### src/rtl/lpcfe_pkg.sv
package lpcfe_pkg;
   // Register offsets within the window
   localparam logic [7:0] OFF_GO   = 8'h00;
   localparam logic [7:0] OFF_STAT = 8'h04;
   localparam logic [7:0] OFF_LEN  = 8'h10;
   localparam logic [7:0] OFF_CMD  = 8'h14;
   localparam logic [7:0] OFF_PORT = 8'h20;
   localparam logic [7:0] OFF_TXQ  = 8'h24;
   localparam logic [7:0] OFF_RXQ  = 8'h28;

   // Bit positions decoded by the cycle engine side
   localparam int CMD_DIR_BIT  = 0;
   localparam int CMD_SAME_BIT = 3;
   localparam int STAT_IDLE    = 0;
   localparam int STAT_DONE    = 1;
endpackage

### src/rtl/lpcfe_byte_fifo.sv
module lpcfe_byte_fifo #(
   parameter int DEPTH = 4
) (
   input  logic       clk,
   input  logic       rst_n,
   input  logic       flush,
   input  logic       push,
   input  logic [7:0] din,
   input  logic       pop,
   output logic [7:0] head,
   output logic       full,
   output logic       empty
);
   localparam int PTR_W = (DEPTH > 1) ? $clog2(DEPTH) : 1;
   localparam int CNT_W = $clog2(DEPTH + 1);
   localparam logic [CNT_W-1:0] FULL_CNT = CNT_W'(DEPTH);
   localparam bit   IS_POW2 = (DEPTH & (DEPTH - 1)) == 0;

   initial begin
      a_depth_ok : assert (DEPTH >= 2 && DEPTH <= 256)
         else $error("lpcfe_byte_fifo: DEPTH out of range");
   end

   logic [7:0]       mem [DEPTH];
   logic [PTR_W-1:0] wr_ptr, rd_ptr, wr_nxt, rd_nxt;
   logic [CNT_W-1:0] cnt;
   logic             do_push, do_pop;

   assign full    = (cnt == FULL_CNT);
   assign empty   = (cnt == '0);
   assign do_push = push && !full && !flush;
   assign do_pop  = pop && !empty && !flush;
   assign head    = empty ? 8'h00 : mem[rd_ptr];

   generate
      if (IS_POW2) begin : g_wrap_free
         assign wr_nxt = PTR_W'(wr_ptr + 1'b1);
         assign rd_nxt = PTR_W'(rd_ptr + 1'b1);
      end else begin : g_wrap_cmp
         assign wr_nxt = (wr_ptr == PTR_W'(DEPTH - 1)) ? '0 : PTR_W'(wr_ptr + 1'b1);
         assign rd_nxt = (rd_ptr == PTR_W'(DEPTH - 1)) ? '0 : PTR_W'(rd_ptr + 1'b1);
      end
   endgenerate

   always_ff @(posedge clk) begin
      if (!rst_n || flush) begin
         wr_ptr <= '0;
         rd_ptr <= '0;
         cnt    <= '0;
      end else begin
         if (do_push) wr_ptr <= wr_nxt;
         if (do_pop)  rd_ptr <= rd_nxt;
         case ({do_push, do_pop})
            2'b10:   cnt <= cnt + 1'b1;
            2'b01:   cnt <= cnt - 1'b1;
            default: cnt <= cnt;
         endcase
      end
   end

   always_ff @(posedge clk) begin
      if (do_push) mem[wr_ptr] <= din;
   end

   // a push into a full queue with no pop leaves it full and unchanged
   a_r4_no_overflow : assert property (@(posedge clk) disable iff (!rst_n)
      (full && push && !pop && !flush) |=> (full && $stable(rd_ptr)));
   // a flush leaves the queue empty
   a_r9_flush_empties : assert property (@(posedge clk) disable iff (!rst_n)
      flush |=> empty);
   // a pop on an empty queue does not move the read side
   a_r5_empty_pop_hold : assert property (@(posedge clk) disable iff (!rst_n)
      (empty && pop && !push) |=> (empty && $stable(rd_ptr)));
endmodule

### src/rtl/lpcfe_seq.sv
module lpcfe_seq #(
   parameter int LEN_W   = 8,
   parameter int MAX_LEN = 4
) (
   input  logic             clk,
   input  logic             rst_n,
   input  logic             go_req,
   input  logic [LEN_W-1:0] len,
   input  logic             eng_done,
   input  logic             eng_err,
   output logic             busy,
   output logic             finished,
   output logic             eng_start,
   output logic             flush_rx,
   output logic             flush_tx
);
   initial begin
      a_len_fits : assert (MAX_LEN >= 1 && MAX_LEN < (1 << LEN_W))
         else $error("lpcfe_seq: MAX_LEN does not fit LEN_W");
   end

   logic accept, len_ok, launch, retire;

   assign accept   = go_req && !busy;
   assign len_ok   = (len != '0) && (len <= LEN_W'(MAX_LEN));
   assign launch   = accept && len_ok;
   assign retire   = eng_done && busy;
   assign flush_rx = accept;
   assign flush_tx = retire;

   always_ff @(posedge clk) begin
      if (!rst_n) begin
         busy      <= 1'b0;
         finished  <= 1'b0;
         eng_start <= 1'b0;
      end else begin
         eng_start <= launch;
         if (accept) begin
            busy     <= len_ok;
            finished <= 1'b0;
         end else if (retire) begin
            busy     <= 1'b0;
            finished <= !eng_err;
         end
      end
   end

   // the launch pulse lasts a single cycle
   a_r2_single_pulse : assert property (@(posedge clk) disable iff (!rst_n)
      eng_start |=> !eng_start);
   // the engine is only launched while a batch is in flight
   a_r2_start_busy : assert property (@(posedge clk) disable iff (!rst_n)
      eng_start |-> busy);
   // a launch request during a batch produces no pulse
   a_r7_busy_ignore : assert property (@(posedge clk) disable iff (!rst_n)
      (busy && go_req && !eng_done) |=> (!eng_start && busy));
   // completion returns to idle
   a_r6_done_idle : assert property (@(posedge clk) disable iff (!rst_n)
      (busy && eng_done) |=> !busy);
   // an accepted launch clears finished
   a_r11_clear_fin : assert property (@(posedge clk) disable iff (!rst_n)
      accept |=> !finished);
endmodule

### src/rtl/lpc_req_frontend.sv
module lpc_req_frontend #(
   parameter int ADDR_W  = 8,
   parameter int DATA_W  = 32,
   parameter int PORT_W  = 16,
   parameter int LEN_W   = 8,
   parameter int MAX_LEN = 4,
   parameter int Q_DEPTH = 4
) (
   input  logic              clk,
   input  logic              rst_n,
   input  logic              reg_wr_en,
   input  logic              reg_rd_en,
   input  logic [ADDR_W-1:0] reg_addr,
   input  logic [DATA_W-1:0] reg_wdata,
   output logic [DATA_W-1:0] reg_rdata,
   output logic              eng_start,
   output logic              eng_write,
   output logic              eng_same_addr,
   output logic [PORT_W-1:0] eng_port_addr,
   output logic [LEN_W-1:0]  eng_count,
   input  logic              eng_wr_pop,
   output logic [7:0]        eng_wr_byte,
   input  logic              eng_rd_push,
   input  logic [7:0]        eng_rd_byte,
   input  logic              eng_done,
   input  logic              eng_err
);
   import lpcfe_pkg::*;

   initial begin
      a_widths_ok : assert (ADDR_W >= 6 && DATA_W >= PORT_W && DATA_W >= LEN_W
                            && DATA_W >= 8 && MAX_LEN <= Q_DEPTH)
         else $error("lpc_req_frontend: inconsistent parameters");
   end

   function automatic logic hit(input logic [ADDR_W-1:0] a, input logic [7:0] off);
      return a == ADDR_W'(off);
   endfunction

   logic busy, finished, flush_rx, flush_tx;
   logic go_req, tx_push, rx_pop;
   logic [7:0] rx_head;
   logic tx_full, tx_empty, rx_full, rx_empty;
   logic cfg_we;

   assign go_req  = reg_wr_en && hit(reg_addr, OFF_GO) && reg_wdata[0];
   assign tx_push = reg_wr_en && hit(reg_addr, OFF_TXQ);
   assign rx_pop  = reg_rd_en && hit(reg_addr, OFF_RXQ);
   assign cfg_we  = reg_wr_en && !busy;

   // Batch configuration, locked while a batch runs
   always_ff @(posedge clk) begin
      if (!rst_n) begin
         eng_count     <= '0;
         eng_write     <= 1'b0;
         eng_same_addr <= 1'b0;
         eng_port_addr <= '0;
      end else if (cfg_we) begin
         if (hit(reg_addr, OFF_LEN))  eng_count <= reg_wdata[LEN_W-1:0];
         if (hit(reg_addr, OFF_CMD)) begin
            eng_write     <= reg_wdata[CMD_DIR_BIT];
            eng_same_addr <= reg_wdata[CMD_SAME_BIT];
         end
         if (hit(reg_addr, OFF_PORT)) eng_port_addr <= reg_wdata[PORT_W-1:0];
      end
   end

   lpcfe_seq #(.LEN_W(LEN_W), .MAX_LEN(MAX_LEN)) u_seq (
      .clk(clk), .rst_n(rst_n), .go_req(go_req), .len(eng_count),
      .eng_done(eng_done), .eng_err(eng_err), .busy(busy), .finished(finished),
      .eng_start(eng_start), .flush_rx(flush_rx), .flush_tx(flush_tx)
   );

   lpcfe_byte_fifo #(.DEPTH(Q_DEPTH)) u_txq (
      .clk(clk), .rst_n(rst_n), .flush(flush_tx), .push(tx_push),
      .din(reg_wdata[7:0]), .pop(eng_wr_pop), .head(eng_wr_byte),
      .full(tx_full), .empty(tx_empty)
   );

   lpcfe_byte_fifo #(.DEPTH(Q_DEPTH)) u_rxq (
      .clk(clk), .rst_n(rst_n), .flush(flush_rx), .push(eng_rd_push),
      .din(eng_rd_byte), .pop(rx_pop), .head(rx_head),
      .full(rx_full), .empty(rx_empty)
   );

   always_comb begin
      reg_rdata = '0;
      if (hit(reg_addr, OFF_STAT)) begin
         reg_rdata[STAT_IDLE] = !busy;
         reg_rdata[STAT_DONE] = finished;
      end else if (hit(reg_addr, OFF_LEN)) begin
         reg_rdata[LEN_W-1:0] = eng_count;
      end else if (hit(reg_addr, OFF_CMD)) begin
         reg_rdata[CMD_DIR_BIT]  = eng_write;
         reg_rdata[CMD_SAME_BIT] = eng_same_addr;
      end else if (hit(reg_addr, OFF_PORT)) begin
         reg_rdata[PORT_W-1:0] = eng_port_addr;
      end else if (hit(reg_addr, OFF_RXQ)) begin
         reg_rdata[7:0] = rx_head;
      end
   end

   // the engine never receives an out-of-range cycle count
   a_r8_len_range : assert property (@(posedge clk) disable iff (!rst_n)
      eng_start |-> (eng_count != '0 && eng_count <= LEN_W'(MAX_LEN)));
   // the request bundle holds still across a running batch
   a_r3_bundle_hold : assert property (@(posedge clk) disable iff (!rst_n)
      busy |=> (!busy || ($stable(eng_port_addr) && $stable(eng_count)
                          && $stable(eng_write) && $stable(eng_same_addr))));
   // an empty transmit queue presents zero to the engine
   a_r4_tx_zero : assert property (@(posedge clk) disable iff (!rst_n)
      tx_empty |-> (eng_wr_byte == 8'h00));
   // the receive queue is empty right after a launch is accepted
   a_r9_rx_flushed : assert property (@(posedge clk) disable iff (!rst_n)
      (go_req && !busy) |=> rx_empty);
   // receive queue full and empty are never both set
   a_r5_rx_flags : assert property (@(posedge clk) disable iff (!rst_n)
      !(rx_full && rx_empty) && !(tx_full && tx_empty));
endmodule

### config.mk
export PLATFORM = sky130hd
export DESIGN_NAME = lpc_req_frontend
export DESIGN_NICKNAME = d
export VERILOG_FILES = /design/src/rtl/lpcfe_pkg.sv /design/src/rtl/lpcfe_byte_fifo.sv /design/src/rtl/lpcfe_seq.sv /design/src/rtl/lpc_req_frontend.sv
export SDC_FILE = /design/constraint.sdc
export NUM_CORES = 1
export LEC_CHECK = 0
export BUFFER_PORTS_ARGS = -buffer_cell sky130_fd_sc_hd__buf_2
export CAP_MARGIN = 15
export CORE_UTILIZATION = 40
export DETAILED_ROUTE_END_ITERATION = 8
export MAX_ROUTING_LAYER = met4
export PLACE_DENSITY_LB_ADDON = 0.25
export SYNTH_ARGS = -nofsm -noshare
export SYNTH_HDL_FRONTEND = slang
export SYNTH_HIERARCHICAL = 1
export SYNTH_SLANG_ARGS = --single-unit
### constraint.sdc
create_clock -name clk -period 4.5 [get_ports clk]
set_input_delay 0.225 -clock clk [delete_from_list [all_inputs] [get_ports clk]]
set_output_delay 0.225 -clock clk [all_outputs]
set_load 0.01 [all_outputs]
# [Word level (Yosys, flattened, before mapping)]
# Memories as Yosys holds them, arrays and structs flattened. A register that Yosys moved wholly into a read port is not among the register bits.
# Index checks and enable logic that the tools add are counted.
[word_totals] reg_bits=43 ram_bits=64 n_memories=2 input_bits=56 elab_cells=101
[mem_list] memory="u_rxq.mem" words=4 width=8 read_ports=1 rd_ports_with_merged_regs=1 wr=1 line_no="lpcfe_byte_fifo.sv:24" source="logic [7:0] mem [DEPTH];"
[mem_list] memory="u_txq.mem" words=4 width=8 read_ports=1 rd_ports_with_merged_regs=1 wr=1 line_no="lpcfe_byte_fifo.sv:24"
[op_classes] mux=25 reduce_logical=39 bitwise_logic=1 eq_ne=12 magnitude_cmp=1 n_addsub=8
[op_table] cell="8-bit 2-to-1 mux" count=7
[op_table] cell="8-bit by 6-bit == test with 1-bit output (second input constant)" count=3
[op_table] cell="1-bit logical AND" count=17
[op_table] cell="8-bit by 5-bit == test with 1-bit output (second input constant)" count=2
[op_table] cell="14-bit 2-to-1 mux" count=1
[op_table] cell="12-bit 2-to-1 mux" count=1
[op_table] cell="2-bit 2-to-1 mux" count=6
[op_table] cell="3-bit case mux with 2 select lines" count=2
[op_table] cell="1-bit logical NOT" count=9
[op_table] cell="2-bit by 1-bit adder with 2-bit output (second input constant)" count=4
[op_table] cell="8-bit by 3-bit == test with 1-bit output (second input constant)" count=1
[op_table] cell="8-bit by 3-bit less-or-equal comparator with 1-bit output (second input constant)" count=1
[op_table] cell="8-bit logical NOT" count=1
[op_table] cell="1-bit 2-to-1 mux" count=8
[op_table] cell="8-bit nonzero test" count=1
[op_table] cell="3-bit by 1-bit adder with 3-bit output (second input constant)" count=2
[op_table] cell="3-bit == test (second input constant)" count=2
[op_table] cell="3-bit logical NOT" count=2
[op_table] cell="2-bit AND reduction" count=3
[op_table] cell="2-bit nonzero test" count=3
[op_table] cell="3-bit by 1-bit subtractor with 3-bit output (second input constant)" count=2
[op_table] cell="2-bit by 1-bit == test with 1-bit output (second input constant)" count=2
[op_table] cell="2-bit == test (second input constant)" count=2
[op_table] cell="1-bit logical OR" count=2
[op_table] cell="other kinds (2)" count=2

# [Logic depth before layout (Yosys ltp)]
[logic_depth] word_depth=8 mapped_depth=15 mapped_depth_nobuf=13

# [Modules after synthesis]
# The synthesis kept the hierarchy.
[modules_own_cells] mod="lpcfe_byte_fifo" n_inst=2 area_per_inst_um2=1716.6 cells_per_inst=108
[modules_own_cells] mod="lpc_req_frontend" n_inst=1 area_per_inst_um2=1779.2 cells_per_inst=217
[modules_own_cells] mod="lpcfe_seq" n_inst=1 area_per_inst_um2=158.9 cells_per_inst=16

# [Worst setup path before layout]
# OpenSTA, ideal clock, no wires.
[synth_timing] path_kind="input -> register" from="input reg_addr[2]" to="register u_rxq.cnt[2]" t_arrival_ps=2890 path_slack_ps=1540 cell_stages=15 required_ps=4430 cell_sequence="buf_6 > nor4_4 > buf_2 > nand3_1 > nor3_1 > nor2b_2 > nor2b_1 > and2_4 > inv_1 > ha_1 > inv_1 > fa_1 > xor2_1 > or3_2 > a21oi_1"
[synth_via] elab_chain_len=8 elab_cells_between_ends=15
[synth_lines] element="from (decl)" line_no="lpc_req_frontend.sv:13" source="input logic [ADDR_W-1:0] reg_addr,"
[synth_lines] element="8-bit logical NOT *" line_no="lpc_req_frontend.sv:37" source="return a == ADDR_W'(off);"
[synth_lines] element="1-bit logical AND * (2 in series)" line_no="lpc_req_frontend.sv:46" source="assign go_req = reg_wr_en && hit(reg_addr, OFF_GO) && reg_wdata[0];"
[synth_lines] element="named net go_req" line_no="lpc_req_frontend.sv:41" source="logic go_req, tx_push, rx_pop;"
[synth_lines] element="1-bit logical AND *" line_no="lpcfe_seq.sv:24" source="assign accept = go_req && !busy;"
[synth_lines] element="named net flush_rx" line_no="lpc_req_frontend.sv:40" source="logic busy, finished, flush_rx, flush_tx;"
[synth_lines] element="1-bit logical NOT" line_no="lpcfe_byte_fifo.sv:31, lpcfe_byte_fifo.sv:32"
[synth_lines] element="1-bit logical AND, on equally long branches" line_no="lpcfe_byte_fifo.sv:32, lpcfe_byte_fifo.sv:31"
[synth_lines] element="2-bit by 1-bit == test with 1-bit output or 2-bit == test (tied branches)" line_no="lpcfe_byte_fifo.sv:53" source="case ({do_push, do_pop})"
[synth_lines] element="3-bit case mux with 2 select lines or 2-bit nonzero test (tied branches)"
[synth_lines] element="to (signal assigned)" line_no="lpcfe_byte_fifo.sv:54" source="2'b10: cnt <= cnt + 1'b1;"
[synth_lines] element="to (signal assigned)" line_no="lpcfe_byte_fifo.sv:55" source="2'b01: cnt <= cnt - 1'b1;"
[synth_lines] element="to (signal assigned)" line_no="lpcfe_byte_fifo.sv:56" source="default: cnt <= cnt;"
[synth_lines] element="to (decl)" line_no="lpcfe_byte_fifo.sv:26" source="logic [CNT_W-1:0] cnt;"
# The timed path passes the listed nets; every way through them passes the cells marked *.
# A chain may end at the register's enable or synchronous reset.

# [Worst setup path after layout]
[layout_timing] from="input reg_addr[7]" to="register u_rxq.cnt[2]"
# The elaborated chain is that of the path after synthesis.

==> reports/qor.json <==
{
  "placed_design": {
    "port_buffers": 90,
    "dp.final_hpwl_um": 8559,
    "gpl.final_weighted_congestion": 0.7854
  },
  "grt": {
    "gr-total-overflow": 0,
    "grt_pass1_vias": 3654,
    "grt.met3_usage": 0.04457,
    "groute.layer.met1.usage": 0.2278,
    "first_pass_grt_wire_length_um": 19400,
    "globalRouteMet2Util": 0.2978,
    "grt.busiest_layer": "met2",
    "grt_start_max_net_pins": 44,
    "grt_antenna_before_repair": 0,
    "grt_usage": 0.1848
  },
  "synth": {
    "yosysWarningCount": 6,
    "synth.avg_cell_area_um2": 12.00,
    "post_synth_instance_area_um2": 5364,
    "mapped_cells": 447
  },
  "clock_network": {
    "tritoncts": "yes",
    "worstSkewPairLatency_ns": 0.35,
    "cts_hold_buf": 0,
    "cts.clk_slew.worst_paths_ns": 0.07,
    "ctsRootBufferMaster": "sky130_fd_sc_hd__clkbuf_16",
    "clockBufferDepth": 2,
    "numClockSinks": 111,
    "tritoncts.num_buffers": 9,
    "cts_resized": 0,
    "cts_max_level": 3,
    "post-cts-setup-buffer-count": 0
  },
  "setup_path": {
    "required_ns": 4.77,
    "setup.worst_path.start": "reg_addr[7]",
    "timing.critical_path.to_type": "flop",
    "worstPathMaxFanout": 14,
    "criticalPathCategory": "in2reg",
    "r2r_slack_ns": 1.95,
    "rr_startpoint": "u_rxq/cnt[2]",
    "worst_setup_path_start_kind": "input pin",
    "worst-endpoint-arrival_ns": 3.26
  },
  "drt": {
    "drc": 0,
    "first_iter_violations": 180,
    "drt-wirelength-per-cell_um": 17.60,
    "length_of_the_first_detailed_routing_pass_in_iterations": 4,
    "route.antenna.remaining_nets": 0,
    "post_drt_via_cell_ratio": 5.460,
    "detail_route.wirelength_um": 12160,
    "dr_total_vias": 3773
  },
  "floorplanning": {
    "core_area_um2": 12820,
    "ioPinCount": 123,
    "floorplan_row_count": 41,
    "die-height_um": 117.8,
    "dieWidth_um": 117.8,
    "initial_core_util": 0.4182,
    "floorplan.die_area_um2": 13880
  },
  "timing": {
    "timing_worst_slew_pin_value_ns": 0.9926,
    "timing.final.max_slew_violations": 0,
    "final.period_utilization": 0.6638,
    "upper_clock_frequency_limit_mhz": 334.8,
    "setup_tns_ns": 0,
    "period_needed_ns": 2.987,
    "grt_setup_unrepaired": "no",
    "timing_hold_violations_final": 0,
    "finClkSkew_ns": 0.006557,
    "slew_headroom": 0.3347,
    "finalSetupViolations": 0
  },
  "finish": {
    "finalNetCount": 582,
    "areaGrowthSynthToFinish_pct": 13.62,
    "num_antenna_cells": 0,
    "layout-drive-gt1-share": 0.2987
  },
  "worst_hold_path": {
    "timing.hold.worst.start": "eng_rd_byte[4]",
    "worstHoldPathType": "in2reg"
  },
  "pwr": {
    "power.total_w": 0.002037,
    "total_leakage_power_nw": 2.281,
    "max_ir_drop_vdd_v": 0.0003049,
    "powerDensity_nw_per_um2": 334.2
  },
  "job": {
    "max_cap_viol_count": 0
  },
  "outcome": {
    "outcome": "finished clean"
  }
}
## final cells by class
class                           instances  area [um^2]
Fill cell                            1168         6730
Multi-Input combinational cell        282         2168
Clock buffer                           10        229.0
Clock inverter                          6        75.07
Sequential cell                       111         2863
Timing Repair Buffer                   95        488.0
Inverter                               15        56.30
Tap cell                              172        215.2
## metrics by stage
step	cell area (um^2)	util	setup WS [ns]	hold slack, ns	instances
2_1_floorplan	5420	-	1.540	0.3239	462
5_1_grt	6095	0.4752	1.355	0.08618	691
4_1_cts	6080	0.4740	1.538	0.08242	689
6_report	6095	0.4752	1.513	0.09107	691
3_3_place_gp	5776	0.4503	1.309	0.4372	673
3_5_place_dp	5776	0.4503	1.180	0.4427	673
## registers in the layout, indices dropped and copies added, names as in the netlist, 2 cells and up, named ones only
signal and cells:
eng_count 8, eng_port_addr 16, u_rxq/cnt 3, u_rxq/mem 32, u_rxq/rd_ptr 2, u_rxq/wr_ptr 2
u_txq/cnt 3, u_txq/mem 32, u_txq/rd_ptr 2, u_txq/wr_ptr 2
## worst max-delay path, stage by stage
cell and delay (ns):
sky130_fd_sc_hd__buf_2 0.14, sky130_fd_sc_hd__or3_1 0.59, sky130_fd_sc_hd__nor3_1 0.24, sky130_fd_sc_hd__nor2b_2 0.30
sky130_fd_sc_hd__nor2b_1 0.16, sky130_fd_sc_hd__and2_4 0.19, sky130_fd_sc_hd__inv_1 0.06, sky130_fd_sc_hd__ha_1 0.18
sky130_fd_sc_hd__inv_1 0.06, sky130_fd_sc_hd__fa_1 0.37, sky130_fd_sc_hd__xor2_1 0.16, sky130_fd_sc_hd__or3_2 0.40
sky130_fd_sc_hd__a21oi_1 0.16
## report_power, final
group          internal (W)  leakage [nW]  switching, W  total (W)
clock              0.000442         0.151      0.000375   0.000817
combinational     0.0000412          1.17     0.0000850   0.000126
sequential          0.00109         0.961    0.00000674    0.00109
total               0.00157          2.28      0.000467    0.00204
## layout by cell type, fill, tap and decap left out, drive strengths merged, types with 3 or more instances in the layout
cell	instances
o31ai	30
edfxtp	64
mux4	16
nand3	16
nor4	4
clkinv	3
inv	17
buf	94
dfxtp	47
nor2b	24
mux2	3
xor2	6
nand2b	4
and3	18
clkbuf	11
nor4b	3
o21ai	4
or3	6
ha	10
nor2	15
nor3	5
nand4	39
nand2	3
conb	16
a21oi	34
## routing by layer
metal | share of wire | vias up
met2 | 0.49 | 98
met4 | 0.020 | 0
li1 | - | 1802
met1 | 0.44 | 1851
met3 | 0.048 | 22
met5 | 0 | -
## path summary, 6_finish.rpt
kind	end	cells after the start
worst min-delay path	u_rxq/mem[1][4]	1
worst max register to register	u_rxq/cnt[2]	9
worst min register to register	eng_port_addr[13]	2
worst max-delay path	u_rxq/cnt[2]	13
Power figures use the tool's default switching activity.
